$ cat src/rtl/dma_seq_pkg.sv
package dma_seq_pkg;

  typedef enum logic [1:0] {
    XM_NORMAL = 2'd0,
    XM_REPEAT = 2'd1,
    XM_BLOCK  = 2'd2,
    XM_RING   = 2'd3
  } xfer_mode_e;

  typedef enum logic [1:0] {
    AM_FIXED  = 2'd0,
    AM_OFFSET = 2'd1,
    AM_INC    = 2'd2,
    AM_DEC    = 2'd3
  } addr_mode_e;

  typedef enum logic [1:0] {
    ST_IDLE  = 2'd0,
    ST_READ  = 2'd1,
    ST_WRITE = 2'd2
  } seq_state_e;

  typedef struct packed {
    xfer_mode_e mode;
    logic [1:0] size;
    addr_mode_e src_am;
    logic       irq_each;
    logic       area_src;
    addr_mode_e dst_am;
  } xfer_cfg_t;

  localparam int unsigned MODE_LSB = 30;
  localparam int unsigned SIZE_LSB = 28;
  localparam int unsigned SAM_LSB  = 26;
  localparam int unsigned IRQ_BIT  = 21;
  localparam int unsigned AREA_BIT = 20;
  localparam int unsigned DAM_LSB  = 18;

  function automatic xfer_cfg_t decode_cfg(input logic [31:0] w);
    xfer_cfg_t c;
    c.mode     = xfer_mode_e'(w[MODE_LSB +: 2]);
    c.size     = w[SIZE_LSB +: 2];
    c.src_am   = addr_mode_e'(w[SAM_LSB +: 2]);
    c.irq_each = w[IRQ_BIT];
    c.area_src = w[AREA_BIT];
    c.dst_am   = addr_mode_e'(w[DAM_LSB +: 2]);
    return c;
  endfunction

endpackage

$ cat src/rtl/dma_addr_step.sv
module dma_addr_step
  import dma_seq_pkg::*;
#(
  parameter int unsigned AW = 16
) (
  input  logic [AW-1:0] ptr,
  input  addr_mode_e    am,
  input  logic [1:0]    size,
  input  logic [AW-1:0] offset,
  output logic [AW-1:0] nxt
);

  logic [AW-1:0] elem_bytes;

  always_comb begin
    unique case (size)
      2'd0:    elem_bytes = AW'(1);
      2'd1:    elem_bytes = AW'(2);
      default: elem_bytes = AW'(4);
    endcase
  end

  always_comb begin
    unique case (am)
      AM_FIXED:  nxt = ptr;
      AM_OFFSET: nxt = ptr + offset;
      AM_INC:    nxt = ptr + elem_bytes;
      default:   nxt = ptr - elem_bytes;
    endcase
  end

endmodule

$ cat src/rtl/dma_req_gate.sv
module dma_req_gate (
  input  logic clk,
  input  logic rst_n,
  input  logic clear,
  input  logic en,
  input  logic idle,
  input  logic done,
  input  logic hw_req,
  input  logic sw_start,
  input  logic sw_start_rep,
  input  logic sw_stop,
  output logic go
);

  logic pend_q, pend_d;
  logic run_q, run_d;
  logic req_evt;

  assign req_evt = hw_req | sw_start;
  assign go      = idle & en & ~done & (req_evt | pend_q | run_q);

  always_comb begin
    pend_d = pend_q;
    if (clear || !en || done || idle) begin
      pend_d = 1'b0;
    end else if (req_evt) begin
      pend_d = 1'b1;
    end
  end

  always_comb begin
    run_d = run_q;
    if (clear || sw_stop || done || !en) begin
      run_d = 1'b0;
    end else if (sw_start_rep) begin
      run_d = 1'b1;
    end
  end

  always_ff @(posedge clk or negedge rst_n) begin
    if (!rst_n) begin
      pend_q <= 1'b0;
      run_q  <= 1'b0;
    end else begin
      pend_q <= pend_d;
      run_q  <= run_d;
    end
  end

endmodule

$ cat src/rtl/dma_seq_channel.sv
module dma_seq_channel
  import dma_seq_pkg::*;
#(
  parameter int unsigned AW = 16,
  parameter int unsigned LW = 16,
  parameter int unsigned DW = 32
) (
  input  logic          clk,
  input  logic          rst_n,
  input  logic          cfg_load,
  input  logic [31:0]   cfg_word,
  input  logic [AW-1:0] cfg_src,
  input  logic [AW-1:0] cfg_dst,
  input  logic [LW-1:0] cfg_len,
  input  logic [LW-1:0] cfg_blocks,
  input  logic [AW-1:0] cfg_offset,
  input  logic          ch_en,
  input  logic          hw_req,
  input  logic          sw_start,
  input  logic          sw_start_rep,
  input  logic          sw_stop,
  output logic          mem_valid,
  output logic          mem_write,
  output logic [AW-1:0] mem_addr,
  output logic [1:0]    mem_size,
  output logic [DW-1:0] mem_wdata,
  input  logic          mem_ready,
  input  logic [DW-1:0] mem_rdata,
  output logic          irq,
  output logic          busy,
  output logic [LW-1:0] remain_len,
  output logic [LW-1:0] remain_blk
);

  localparam logic [LW-1:0] ONE = LW'(1);

  seq_state_e    state_q, state_d;
  xfer_cfg_t     cfg_q, cfg_ld;
  logic [AW-1:0] src_q, src_d, dst_q, dst_d;
  logic [AW-1:0] src0_q, dst0_q, off_q;
  logic [AW-1:0] src_step, dst_step;
  logic [LW-1:0] len_q, len_d, len0_q;
  logic [LW-1:0] blk_q, blk_d;
  logic [DW-1:0] data_q, data_d;
  logic          done_q, done_d, done_ld;
  logic          irq_q, irq_d;
  logic          go, idle;
  logic          elem_last, blk_last, xfer_end;

  assign cfg_ld  = decode_cfg(cfg_word);
  assign done_ld = (cfg_len == '0) | ((cfg_ld.mode != XM_NORMAL) & (cfg_blocks == '0));
  assign idle    = (state_q == ST_IDLE);

  dma_req_gate u_gate (
    .clk          (clk),
    .rst_n        (rst_n),
    .clear        (cfg_load),
    .en           (ch_en),
    .idle         (idle),
    .done         (done_q),
    .hw_req       (hw_req),
    .sw_start     (sw_start),
    .sw_start_rep (sw_start_rep),
    .sw_stop      (sw_stop),
    .go           (go)
  );

  dma_addr_step #(.AW(AW)) u_src_step (
    .ptr    (src_q),
    .am     (cfg_q.src_am),
    .size   (cfg_q.size),
    .offset (off_q),
    .nxt    (src_step)
  );

  dma_addr_step #(.AW(AW)) u_dst_step (
    .ptr    (dst_q),
    .am     (cfg_q.dst_am),
    .size   (cfg_q.size),
    .offset (off_q),
    .nxt    (dst_step)
  );

  // Next-state logic
  always_comb begin
    state_d   = state_q;
    src_d     = src_q;
    dst_d     = dst_q;
    len_d     = len_q;
    blk_d     = blk_q;
    done_d    = done_q;
    data_d    = data_q;
    irq_d     = 1'b0;
    xfer_end  = 1'b0;
    elem_last = (len_q == ONE);
    blk_last  = (blk_q == ONE);
    unique case (state_q)
      ST_IDLE: begin
        if (go) state_d = ST_READ;
      end
      ST_READ: begin
        if (mem_ready) begin
          data_d  = mem_rdata;
          state_d = ST_WRITE;
        end
      end
      ST_WRITE: begin
        if (mem_ready) begin
          src_d = src_step;
          dst_d = dst_step;
          len_d = len_q - ONE;
          if (cfg_q.mode == XM_NORMAL) begin
            xfer_end = 1'b1;
            if (elem_last) done_d = 1'b1;
          end else if (elem_last) begin
            xfer_end = 1'b1;
            blk_d    = blk_q - ONE;
            if (blk_last) done_d = 1'b1;
            else          len_d  = len0_q;
            if (cfg_q.area_src) src_d = src0_q;
            else                dst_d = dst0_q;
          end else begin
            xfer_end = (cfg_q.mode == XM_REPEAT);
          end
          state_d = xfer_end ? ST_IDLE : ST_READ;
          irq_d   = xfer_end & (cfg_q.irq_each | done_d);
        end
      end
      default: state_d = ST_IDLE;
    endcase
  end

  // Registers
  always_ff @(posedge clk or negedge rst_n) begin
    if (!rst_n) begin
      state_q <= ST_IDLE;
      cfg_q   <= '0;
      src_q   <= '0;
      dst_q   <= '0;
      src0_q  <= '0;
      dst0_q  <= '0;
      off_q   <= '0;
      len_q   <= '0;
      len0_q  <= '0;
      blk_q   <= '0;
      data_q  <= '0;
      done_q  <= 1'b1;
      irq_q   <= 1'b0;
    end else if (cfg_load) begin
      state_q <= ST_IDLE;
      cfg_q   <= cfg_ld;
      src_q   <= cfg_src;
      dst_q   <= cfg_dst;
      src0_q  <= cfg_src;
      dst0_q  <= cfg_dst;
      off_q   <= cfg_offset;
      len_q   <= cfg_len;
      len0_q  <= cfg_len;
      blk_q   <= cfg_blocks;
      done_q  <= done_ld;
      irq_q   <= 1'b0;
    end else begin
      state_q <= state_d;
      src_q   <= src_d;
      dst_q   <= dst_d;
      len_q   <= len_d;
      blk_q   <= blk_d;
      data_q  <= data_d;
      done_q  <= done_d;
      irq_q   <= irq_d;
    end
  end

  assign mem_valid  = (state_q == ST_READ) | (state_q == ST_WRITE);
  assign mem_write  = (state_q == ST_WRITE);
  assign mem_addr   = (state_q == ST_WRITE) ? dst_q : src_q;
  assign mem_size   = cfg_q.size;
  assign mem_wdata  = data_q;
  assign irq        = irq_q;
  assign busy       = ~idle;
  assign remain_len = len_q;
  assign remain_blk = blk_q;

endmodule

$ cat config.mk
export PLATFORM = sky130hd
export DESIGN_NAME = dma_seq_channel
export DESIGN_NICKNAME = d
export VERILOG_FILES = /design/src/rtl/dma_seq_pkg.sv /design/src/rtl/dma_addr_step.sv /design/src/rtl/dma_req_gate.sv /design/src/rtl/dma_seq_channel.sv
export SDC_FILE = /design/constraint.sdc
export NUM_CORES = 1
export LEC_CHECK = 0
export BUFFER_PORTS_ARGS = -buffer_cell sky130_fd_sc_hd__buf_2
export CAP_MARGIN = 40
export CORE_MARGIN = 2
export CORE_UTILIZATION = 40
export CTS_CLUSTER_SIZE = 25
export DETAILED_ROUTE_END_ITERATION = 10
export PLACE_DENSITY = 0.67
export SLEW_MARGIN = 25
export SYNTH_ARGS = -nofsm -noshare
export SYNTH_HDL_FRONTEND = slang
export SYNTH_SLANG_ARGS = --single-unit
$ cat constraint.sdc
create_clock -name clk -period 4.4 [get_ports clk]
set_clock_uncertainty 0.2 [all_clocks]
set_input_delay 0.66 -clock clk [delete_from_list [all_inputs] [get_ports clk]]
set_output_delay 0.66 -clock clk [all_outputs]
set_load 0.02 [all_outputs]
# Word-level counts from Yosys, hierarchy flattened
# Cells that the tools add are included.
[word_totals]
reg_bits = 176
out_inout_bits = 86
wordCells = 133
[op_classes]
n_addsub = 8
n_eq_ne = 14
mux = 53
n_bitwise = 14
reduce_logical = 24
[op_table]
columns = ["operator", "count"]
rows = [
  ["16-bit two-way mux", 24],
  ["16-bit case mux with 3 select lines", 2],
  ["16-bit adder", 3],
  ["16-bit by 1-bit == test with 1-bit output (second input constant)", 2],
  ["16-bit logical NOT", 2],
  ["16-bit by 1-bit subtractor with 16-bit output (second input constant)", 2],
  ["1-bit two-way mux", 21],
  ["16-bit by 3-bit adder with 16-bit output", 1],
  ["16-bit subtractor", 1],
  ["16-bit by 3-bit subtractor with 16-bit output", 1],
  ["2-bit nonzero test", 6],
  ["2-bit by 1-bit == test with 1-bit output (second input constant)", 5],
  ["2-bit logical NOT", 5],
  ["2-bit two-way mux", 4],
  ["2-bit == test (second input constant)", 3],
  ["1-bit logical OR", 6],
  ["3-bit != test (second input constant)", 2],
  ["1-bit OR", 6],
  ["2-bit case mux with 3 select lines", 1],
  ["3-bit case mux with 2 select lines", 1],
  ["3-bit AND reduction", 2],
  ["1-bit AND", 5],
  ["4-bit AND reduction", 1],
  ["3-bit by 2-bit != test with 1-bit output (second input constant)", 1],
  ["other kinds (4)", 6],
]

# Logic depth before layout (Yosys ltp)
[logic_depth]
depth_word = 11
depth_mapped = 14
depth_no_buf = 13

# Modules after synthesis
# Synthesis repeated with hierarchy kept, for this count alone.
[hier_totals]
hier_cells = 1059
area_unflattened_um2 = 10819.1
[modules_own_cells]
columns = ["mod", "instances", "cells_each", "area_per_inst_um2"]
rows = [
  ["dma_seq_channel", 1, 699, 8429.3],
  ["dma_addr_step at u_src_step", 1, 181, 1182.4],
  ["dma_addr_step at u_dst_step", 1, 170, 1102.3],
  ["dma_req_gate", 1, 9, 105.1],
]

# Worst setup path after synthesis
# Ideal clock, no wire load.
[synth_path]
path_kind = "reg-to-reg"
start = "reg cfg_q[0] (netlist name)"
end = "reg dst_q[14]"
setup_ns = 0.132
arrival_time_ns = 3.097
t_required_ns = 4.068
setup_slack_ns = 0.971
stages_incl_launch_ff = 15
path_buffers = 1
synth_period_minus_slack_ns = 3.429
path_cell_list = "dfrtp_1 -> inv_1 -> ha_1 -> clkbuf_1 -> nand2b_1 -> a32o_1 -> ha_1 -> fa_1 -> a211oi_1 -> o21ai_0 -> a2111oi_0 -> nor3_1 -> a31oi_1 -> xor2_1 -> o21ai_1"
[synth_via]
elab_chain_len = 8
elab_cells_between_ends = 10
classes_between = "eq/ne (2); mux (7); reduce/logical (1)"
[synth_lines]
columns = ["item", "line", "rtl"]
rows = [
  ["start: declaration", "dma_seq_channel.sv:38", "xfer_cfg_t cfg_q, cfg_ld;"],
  ["start signal: assignment", "dma_seq_channel.sv:151", "cfg_q <= cfg_ld;"],
  ["2-bit == test, or another cell as far along", "dma_addr_step.sv:24", "unique case (am)"],
  ["16-bit case mux with 3 select lines (*)", "dma_addr_step.sv:24", ""],
  ["16-bit two-way mux", "dma_seq_channel.sv:120", "if (cfg_q.area_src) src_d = src0_q;"],
  ["16-bit two-way mux", "dma_seq_channel.sv:115", "end else if (elem_last) begin"],
  ["16-bit two-way mux (*)", "dma_seq_channel.sv:112", "if (cfg_q.mode == XM_NORMAL) begin"],
  ["16-bit two-way mux (*)", "dma_seq_channel.sv:108", "if (mem_ready) begin"],
  ["16-bit two-way mux (*)", "dma_seq_channel.sv:97", "unique case (state_q)"],
  ["16-bit two-way mux (*)", "dma_seq_channel.sv:149", "end else if (cfg_load) begin"],
  ["end signal: assignment", "dma_seq_channel.sv:153", "dst_q <= cfg_dst;"],
  ["end signal: assignment", "dma_seq_channel.sv:165", "dst_q <= dst_d;"],
  ["end: declaration", "dma_seq_channel.sv:39", "logic [AW-1:0] src_q, src_d, dst_q, dst_d;"],
]
# Every way passes the cells marked *; elsewhere a longest branch is shown, timed or not. The select of a mux whose other input is x is not followed.
# A chain may end at the register's enable or synchronous reset.

# Final worst setup path
[layout_path]
start = "reg cfg_q[1] (netlist name)"
end = "reg dst_q[14]"
# The elaborated chain is that of the path after synthesis.

==> qor.yml <==
status: "complete, no violations"
ys_seq_area_share_pct: 42.9
cts.sinks: 176
overflow: 0
worstPathCellList: "inv_1 -> ha_1 -> a32o_1 -> ha_1 -> fa_1 -> a211oi_1 -> o21ai_0 -> a2111oi_0 -> nor3_1 -> a31oi_1 -> xor2_1 -> o21ai_1"
hold_class: "in2async"
critPathSlowestCell: "fa_1"
fin_crit_sh_pct: 83.2
ys_warn_count: 0
portBuffers: 216
crit_family: "compound AO/OA/AOI/OAI gates"
arrival_ns: 3.78
clock_latency_ns: 0.44
dpl_cell_area_mm2: 0.0117
drc_errors: 0
crit_path_max_incr_delay_ns: 0.44
max_cap_viol_count: 0
syn-num-nets: 1277
min_period_ns: 3.66
vias: 8956
die_area_mm2: 0.0270
cts_hold_buf: 0
rows: 58
clockBufferDepth: 2
coreArea_mm2: 0.0252
rsz0062_at_grt: "false"
tightest_slew_ns: 0.743
drive_above_1_share_pct: 29.4
wl_per_cell_um: 18.1
slew_headroom_pct: 50.3
htreeDepth: 4
synth_cell_type_count: 71
crit_buf_inv: 1
synth_area_mm2: 0.0103
leakagePower_nw: 5.65
finalMaxSlewViolations: 0
cp_max_fo: 16
pin_count: 239
fin_cells: 1618
synthArstFlopShare_pct: 100
area_delta_synth_final_pct: 19.6
tns_ns: 0
die_y_um: 164
hold_viol_final: 0
track_usage_pct: 22.2
required_ns: 4.52
syn_avg_cell_area_um2: 9.54
endpoint_kind: "register"
synth-main-ff-cell: "dfrtp_1"
filler_cell_count: 2408
final_net_count: 1472
cts_setup_buffers: 0
grt_pass1_vias: 8832
ir_worst_vdd_mv: 0.269
drt_iter0_drc: 490
grt_pass1_wl_um: 46800
setup_viol: 0
hpwl_um: 21700
antenna_left: 0
cts-buffers-inserted: 17
start_kind: "register"
grt_max_degree: 84
drt-total-wl_um: 29300
drt-pass1-iter-count: 7
initial_core_util_pct: 40.8
cts.clk_slew.worst_paths_ns: 0.08
synthCells: 1077
path_class: "reg2reg"
synth_edf_count: 0
fmax_mhz: 273
synth_seq_cells: 176
gp_congestion: 0.923
path_common_cell: "ha_1"
die-width_um: 164
cts_root_buf: "clkbuf_16"
p_per_area_mw_per_mm2: 467
dp_cells: 1582
antenna_found_initial: 7
cts_resized: 0
cts_tree: "built"
vias_per_cell: 5.54
final_area_mm2: 0.0123
[report_power, final]
part | switching, W | internal [W] | total (W)
Clock | 0.000717 | 0.000860 | 0.00158
Combinational | 0.00117 | 0.000847 | 0.00202
Sequential | 0.000235 | 0.00191 | 0.00214
Total | 0.00212 | 0.00361 | 0.00573
[layout by cell type (no fill, tap or decap), drive strengths merged, types with 18 or more instances in the layout]
| master | Yosys | routed |
|---|---|---|
| o21ai | 125 | 125 |
| nor2 | 61 | 61 |
| xor2 | 25 | 25 |
| nor3 | 24 | 24 |
| ha | 45 | 45 |
| clkbuf | 42 | 18 |
| nand2 | 159 | 159 |
| a21oi | 46 | 46 |
| dfrtp | 175 | 175 |
| xnor2 | 20 | 20 |
| inv | 37 | 46 |
| buf | 15 | 233 |
| mux2 | 98 | 98 |
| a22oi | 23 | 23 |
[worst register-to-register path, cell delays in order, from the launching register on]
cell and delay, ns:
dfrtp_1 0.35, inv_1 0.07, ha_1 0.38, a32o_1 0.35, ha_1 0.23, fa_1 0.45
a211oi_1 0.30, o21ai_0 0.20, a2111oi_0 0.42, nor3_1 0.15, a31oi_1 0.23, xor2_1 0.17
o21ai_1 0.07
[final timing paths]
kind                                   startpoint                   endpoint  slack, ns  cells past startpoint
setup reg to reg             cfg_q[1]$_DFFE_PN0P_      dst_q[14]$_DFFE_PN0P_       0.74                     12
max in group asynchronous                   rst_n  mem_wdata[28]$_DFFE_PN0P_       2.98                      2
hold / removal                              rst_n       dst_q[2]$_DFFE_PN0P_       0.05                      1
setup / recovery             cfg_q[1]$_DFFE_PN0P_      dst_q[14]$_DFFE_PN0P_       0.74                     12
hold reg to reg            src0_q[11]$_DFFE_PN0P_     src0_q[11]$_DFFE_PN0P_       0.30                      1
min in group clk                          sw_stop   u_gate.run_q$_DFFE_PN0P_       0.17                      2
[stage by stage]
step / utilization, % / hold WS (ns) / total power, W / worst slack [ns]
detailed placement: 46.3 / 0.287 / 0.00417 / 0.724
finish: 48.8 / 0.0458 / 0.00573 / 0.740
CTS: 48.7 / 0.0576 / 0.00576 / 0.726
floorplan: - / 0.164 / 0.00352 / 0.971
global placement: 46.3 / 0.278 / 0.00412 / 0.754
global route: 48.8 / 0.0870 / 0.00607 / 0.463
[cells in the mapped netlist (3+ instances only)]
cell	instances	area share [%]
dfrtp_1	175	43
nand2_1	159	5.8
mux2_2	98	11
o21ai_0	84	4.1
nor2_1	61	2.2
a21oi_1	46	2.2
ha_1	45	5.5
clkbuf_1	42	1.5
o21ai_1	41	2.0
inv_1	37	1.4
xor2_1	25	2.1
a22oi_1	23	1.7
nor3_1	22	1.1
xnor2_1	20	1.7
nand3_1	17	0.83
nor4_1	12	0.73
o211ai_1	11	0.80
o31ai_1	11	0.80
a211oi_1	10	0.73
mux2i_1	9	0.88
a21o_1	8	0.58
nand2b_1	7	0.43
a31oi_1	6	0.37
buf_1	6	0.22
nor3b_1	6	0.44
o211a_1	6	0.58
a221oi_1	5	0.43
buf_2	5	0.24
nor2b_1	5	0.30
a21boi_0	4	0.29
and3_1	4	0.24
nand3b_1	4	0.29
and2_1	3	0.18
or2_2	3	0.18
or3_1	3	0.18
[cell type report]
type,instances,area (um2),area share [%]
Antenna cell,3,7.51,0.0611
Clock buffer,18,429,3.49
Clock inverter,14,166,1.35
Inverter,38,143,1.16
Multi-Input combinational cell,806,5480,44.6
Sequential cell,176,4410,35.9
Tap cell,330,413,3.36
Timing Repair Buffer,233,1240,10.1
[routing by layer]
layer	vias up	part of all wire [%]	GRT usage, %
li1	4259	-	-
met1	4352	45	30.1
met2	297	46	34.7
met3	42	6.9	5.68
met4	6	2.3	7.34
met5	-	0.15	0
[registers in the layout, indices dropped and copies added, names as in the netlist]
register	flops
cfg_q	8
irq	1
mem_size	2
remain_len	16
len0_q	16
src_q	16
u_gate.pend_q	1
mem_wdata	32
u_gate.run_q	1
dst0_q	16
dst_q	16
state_q	2
src0_q	16
off_q	16
done_q	1
remain_blk	16
[cells by family (layout without fill, tap and decap cells)]
group	Yosys count	count (layout)	synth area share, %
simple gates	322	322	14.8
compound gates	285	285	17.2
flops	176	176	42.9
mux	107	107	11.6
buf+inv	95	303	3.75
fa+ha+maj	47	47	5.87
xor+xnor	45	45	3.84
other cells	0	3	0
No activity file was read; power rests on OpenSTA's default activity.
